**src/rtl/tec_pkg.sv**
```systemverilog
package tec_pkg;

    localparam int REG_W  = 16;
    localparam int STRB_W = 2;
    localparam int ADDR_W = 2;

    typedef enum logic [ADDR_W-1:0] {
        ADDR_RUN  = 2'd0,
        ADDR_LOCK = 2'd1,
        ADDR_XSEL = 2'd2,
        ADDR_RSVD = 2'd3
    } reg_addr_e;

    // decoded, validated write request
    typedef struct packed {
        logic             run_wr;
        logic             lock_wr;
        logic             xsel_wr;
        logic [REG_W-1:0] data;
    } wr_req_t;

    // source chosen for a channel's next run flag value
    typedef enum logic [1:0] {
        NX_HOLD  = 2'd0,
        NX_CLEAR = 2'd1,
        NX_LOAD  = 2'd2,
        NX_SET   = 2'd3
    } nx_src_e;

    function automatic logic full_access(input logic [STRB_W-1:0] strb);
        return &strb;
    endfunction

    function automatic nx_src_e pick_next(input logic uf_clear,
                                          input logic sw_hit,
                                          input logic ext_hit);
        if (uf_clear)     return NX_CLEAR;
        else if (sw_hit)  return NX_LOAD;
        else if (ext_hit) return NX_SET;
        else              return NX_HOLD;
    endfunction

endpackage

```
**src/rtl/tec_bus_dec.sv**
```systemverilog
module tec_bus_dec
    import tec_pkg::*;
(
    input  logic              clk,
    input  logic              rst,
    input  logic              wr_en,
    input  logic [ADDR_W-1:0] wr_addr,
    input  logic [STRB_W-1:0] wr_strb,
    input  logic [REG_W-1:0]  wr_data,
    output wr_req_t           req,
    output logic              acc_err
);
    logic ok;
    logic bad;

    always_comb begin
        ok          = wr_en && full_access(wr_strb);
        bad         = wr_en && !full_access(wr_strb);
        req         = '0;
        req.data    = wr_data;
        req.run_wr  = ok && (reg_addr_e'(wr_addr) == ADDR_RUN);
        req.lock_wr = ok && (reg_addr_e'(wr_addr) == ADDR_LOCK);
        req.xsel_wr = ok && (reg_addr_e'(wr_addr) == ADDR_XSEL);
    end

    always_ff @(posedge clk) begin
        if (rst) acc_err <= 1'b0;
        else     acc_err <= bad;
    end
endmodule

```
**src/rtl/tec_edge_det.sv**
```systemverilog
module tec_edge_det #(
    parameter int N = 11
) (
    input  logic         clk,
    input  logic         rst,
    input  logic [N-1:0] lvl,
    output logic [N-1:0] rise
);
    logic [N-1:0] prev_q;

    always_ff @(posedge clk) begin
        if (rst) prev_q <= '0;
        else     prev_q <= lvl;
    end

    assign rise = lvl & ~prev_q;
endmodule

```
**src/rtl/tec_chan_cell.sv**
```systemverilog
module tec_chan_cell
    import tec_pkg::*;
(
    input  logic clk,
    input  logic rst,
    input  logic uflow,
    input  logic cont,
    input  logic locked,
    input  logic xsel,
    input  logic ext_rise,
    input  logic sw_wr,
    input  logic sw_bit,
    output logic run_q
);
    nx_src_e src;

    always_comb begin
        src = pick_next(uflow && !cont, sw_wr && !locked, ext_rise && xsel);
    end

    always_ff @(posedge clk) begin
        if (rst) begin
            run_q <= 1'b0;
        end else begin
            unique case (src)
                NX_CLEAR: run_q <= 1'b0;
                NX_LOAD:  run_q <= sw_bit;
                NX_SET:   run_q <= 1'b1;
                default:  run_q <= run_q;
            endcase
        end
    end
endmodule

```
**src/rtl/tmr_enable_ctrl.sv**
```systemverilog
module tmr_enable_ctrl
    import tec_pkg::*;
#(
    parameter int NUM_CH = 11
) (
    input  logic              clk,
    input  logic              rst,
    input  logic              wr_en,
    input  logic [1:0]        wr_addr,
    input  logic [1:0]        wr_strb,
    input  logic [15:0]       wr_data,
    input  logic [1:0]        rd_addr,
    output logic [15:0]       rd_data,
    input  logic [NUM_CH-1:0] uflow,
    input  logic [NUM_CH-1:0] cont,
    input  logic [NUM_CH-1:0] ext_in,
    output logic [NUM_CH-1:0] count_en,
    output logic              acc_err
);
    localparam int PAD_W = REG_W - NUM_CH;

    wr_req_t           req;
    logic [NUM_CH-1:0] prot_q;
    logic [NUM_CH-1:0] xsel_q;
    logic [NUM_CH-1:0] ext_rise;

    tec_bus_dec u_dec (
        .clk     (clk),
        .rst     (rst),
        .wr_en   (wr_en),
        .wr_addr (wr_addr),
        .wr_strb (wr_strb),
        .wr_data (wr_data),
        .req     (req),
        .acc_err (acc_err)
    );

    tec_edge_det #(.N(NUM_CH)) u_edge (
        .clk  (clk),
        .rst  (rst),
        .lvl  (ext_in),
        .rise (ext_rise)
    );

    always_ff @(posedge clk) begin
        if (rst) begin
            prot_q <= '0;
            xsel_q <= '0;
        end else begin
            if (req.lock_wr) prot_q <= req.data[NUM_CH-1:0];
            if (req.xsel_wr) xsel_q <= req.data[NUM_CH-1:0];
        end
    end

    for (genvar c = 0; c < NUM_CH; c++) begin : g_ch
        tec_chan_cell u_cell (
            .clk      (clk),
            .rst      (rst),
            .uflow    (uflow[c]),
            .cont     (cont[c]),
            .locked   (prot_q[c]),
            .xsel     (xsel_q[c]),
            .ext_rise (ext_rise[c]),
            .sw_wr    (req.run_wr),
            .sw_bit   (req.data[c]),
            .run_q    (count_en[c])
        );
    end

    always_comb begin
        unique case (reg_addr_e'(rd_addr))
            ADDR_RUN:  rd_data = {{PAD_W{1'b0}}, count_en};
            ADDR_LOCK: rd_data = {{PAD_W{1'b0}}, prot_q};
            ADDR_XSEL: rd_data = {{PAD_W{1'b0}}, xsel_q};
            default:   rd_data = '0;
        endcase
    end
endmodule

```
**config.mk**
```make
export PLATFORM = sky130hd
export DESIGN_NAME = tmr_enable_ctrl
export DESIGN_NICKNAME = d
export VERILOG_FILES = /design/src/rtl/tec_pkg.sv /design/src/rtl/tec_bus_dec.sv /design/src/rtl/tec_edge_det.sv /design/src/rtl/tec_chan_cell.sv /design/src/rtl/tmr_enable_ctrl.sv
export SDC_FILE = /design/constraint.sdc
export NUM_CORES = 1
export LEC_CHECK = 0
export BUFFER_PORTS_ARGS = -buffer_cell sky130_fd_sc_hd__buf_2
export CORE_AREA = 2 2 71 73
export CTS_CLUSTER_DIAMETER = 150
export DETAILED_ROUTE_END_ITERATION = 10
export DIE_AREA = 0 0 73 75
export GPL_TIMING_DRIVEN = 0
export HOLD_SLACK_MARGIN = 0.03
export PLACE_DENSITY = 0.91
export SLEW_MARGIN = 20
export SYNTH_ARGS = -nofsm -noshare
export SYNTH_HDL_FRONTEND = slang
export SYNTH_SLANG_ARGS = --single-unit
```
**constraint.sdc**
```tcl
create_clock -name clk -period 1.9 [get_ports clk]
set_input_delay 0.095 -clock clk [delete_from_list [all_inputs] [get_ports clk]]
set_output_delay 0.095 -clock clk [all_outputs]
set_load 0.005 [all_outputs]
```
==> results.json <==
{
  "setup_tns_ps": 0,
  "cts_buffers": 5,
  "cts_tree": "built",
  "grt_first_pass_wirelength_mm": 9.915,
  "clock.fmax_mhz": 690.2,
  "cpPeakStageDelay_ps": 500,
  "fp.dieH_um": 75,
  "drt_iter0_drc": 158,
  "row_count": 25,
  "crit_family": "buffers and inverters",
  "die-area_um2": 5475,
  "core_um2": 4661,
  "yosysTopAreaCell": "dfxtp_1",
  "grtUsageTotal_pct": 23.81,
  "end_kind": "output pin",
  "place_congestion": 0.8542,
  "root_buffer": "clkbuf_8",
  "ys_warn_count": 0,
  "grt_pass1_vias": 2149,
  "synth-seq-area-share_pct": 37.66,
  "layout-drive-gt1-share_pct": 33.81,
  "totalPowerFinal_mw": 1.826,
  "fin_area_um2": 3065,
  "synth_cells": 252,
  "synth_ff_type": "dfxtp_1",
  "antenna_found_initial": 0,
  "hold_ws_ps": 29.27,
  "dpl-instance-area_um2": 2845,
  "powerDensity_nw_per_um2": 595.8,
  "holdCritPathClass": "input port to flip-flop",
  "setup_viol": 0,
  "p_leak_nw": 1.420,
  "die_x_um": 73,
  "antenna_cells": 0,
  "cts.reportedPaths.clkPinSlew_ps": 80,
  "ir_worst_vdd_mv": 0.3485,
  "status": "finished, final reports clean",
  "maxCapViolCount": 0,
  "postLayoutCoreUtil_pct": 65.77,
  "start_kind": "input port",
  "cts-resized-gates": 0,
  "htreeDepth": 2,
  "avgViaCountPerCell": 5.357,
  "ys_types": 30,
  "clk_latency_ps": 290,
  "crit_path_cell_trace": "buf_2, nor2b_1, clkbuf_1, nand2_1, o21ai_0, buf_2",
  "instances_no_fill": 406,
  "max-clock-path-buffers": 2,
  "ant_nets": 0,
  "skew_ps": 2.108,
  "syn2layout_area_growth_pct": 28.14,
  "maxSlewHeadroom_pct": 54.35,
  "ys_top_cells_by_area": "dfxtp_1 (38%), mux2i_1 (14%), nand2b_1 (8.6%)",
  "cpMaxStageDelayCell": "clkbuf_1",
  "drtPass1Iterations": 4,
  "hold_viol": 0,
  "drv_slew": 0,
  "period_needed_ps": 1449,
  "worst_slew_pin_slew_ps": 684.7,
  "wirelength_mm": 6.532,
  "fin_nets": 409,
  "placed_cells": 384,
  "period_share_pct": 76.26,
  "hpwl_mm": 4.549,
  "syn_area_um2": 2392,
  "post_drt_wl_per_cell_um": 16.09,
  "ios": 86,
  "async_reset_ff_share_pct": 0,
  "cp_num_buf_inv": 3,
  "cts.sinks": 45,
  "drc": 0,
  "initial_core_util_pct": 51.33,
  "dpl_worst_slack_ps": 548.0,
  "synth_edf_count": 0,
  "synth_top_area_share_pct": 37.66,
  "rsz0062_at_grt": "false",
  "ys_seq_elements": 45,
  "cpMostUsedCell": "buf_2",
  "crit_type": "input port to output pin",
  "grt_max_degree": 13,
  "postSynthAreaPerCell_um2": 9.493,
  "port_buffers": 74,
  "overflow": 0,
  "path_max_fanout": 10,
  "fillers": 398,
  "setup_ws_ps": 451.1,
  "num_vias": 2175,
  "cp.required_ps": 1800,
  "arrival_ps": 1350
}
flip-flops by register name, summed over array words and instances (netlist names):
signal             flops
g_ch.u_cell.run_q     11
prot_q                11
u_edge.prev_q         11
xsel_q                11
u_dec.acc_err          1
synthesized netlist by cell type (3+ instances only):
cell type / count
dfxtp_1: 45
mux2i_1: 33
nand2b_1: 33
nor2b_1: 20
buf_4: 17
inv_1: 16
nand2_1: 11
o21ai_0: 11
a2111oi_2: 7
a221oi_2: 7
clkbuf_1: 7
nor2_1: 7
nor4_1: 7
a21oi_1: 4
buf_2: 4
nand3b_1: 4
o311a_1: 4
o311ai_1: 3
worst paths after layout:
kind / from / endpoint / slack, ps / depth (start not counted)
setup / recovery: rd_addr[1] / rd_data[1] / 450 / 6
hold / removal: ext_in[9] / u_edge.prev_q[9] / 30 / 2
setup reg to reg: prot_q[0] / g_ch[0].u_cell.run_q / 880 / 2
hold reg to reg: xsel_q[1] / xsel_q[1] / 500 / 2
layout by cell type, fill, tap and decap left out, types with 3 or more instances in the layout:
cell / instances
dfxtp_1: 45
dlygate4sd3_1: 14
o311a_1: 4
a221oi_2: 7
nand2b_1: 33
buf_2: 78
buf_4: 17
mux2i_1: 33
clkbuf_1: 10
clkbuf_8: 5
inv_1: 16
nor4_1: 7
nor2b_1: 20
nand3b_1: 4
o311ai_1: 3
nor2_1: 7
nand2_1: 11
a2111oi_2: 7
o21ai_0: 11
a21oi_1: 4
conb_1: 5
kinds of logic (layout without fill, tap and decap cells):
logic type             count (synthesis)  count (layout)  share of synthesized area (%)
DFF                                   45              45                          37.66
and+or+nand+nor                       89              89                          22.59
AOI/OAI and AO/OA                     38              38                          15.38
buffers and inverters                 46             142                          10.41
other                                  1               5                         0.1568
muxes                                 33              33                          13.81
area by class of cell:
type	count	area (um2)	share of cell area (%)
clock buffer	8	80.08	2.612
buffer	30	188.9	6.163
tap	54	67.56	2.204
multi-input combinational	165	1257	41.02
timing repair buffer	88	510.5	16.65
sequential	45	900.9	29.39
inverter	16	60.06	1.959
power by group:
part | switching, mW | internal [mW]
clock network | 0.315 | 0.262
logic | 0.134 | 0.136
registers | 0.0131 | 0.966
repair_timing:
item	CTS	global route
hold buffers	14	0
endpoints found under the hold margin	13	0
setup buffers	0	0
layer usage:
layer | share of wire, % | track usage (%) | wire (um) | vias to the layer above
met5 | 0 | 0 | 0 | -
met3 | 4.7 | 4.284 | 307 | 9
met2 | 51 | 42.54 | 3339 | 78
met4 | 1.1 | 8.642 | 74 | 0
met1 | 43 | 28.63 | 2810 | 1031
li1 | - | - | - | 1057
Power figures use the tool's default switching activity.
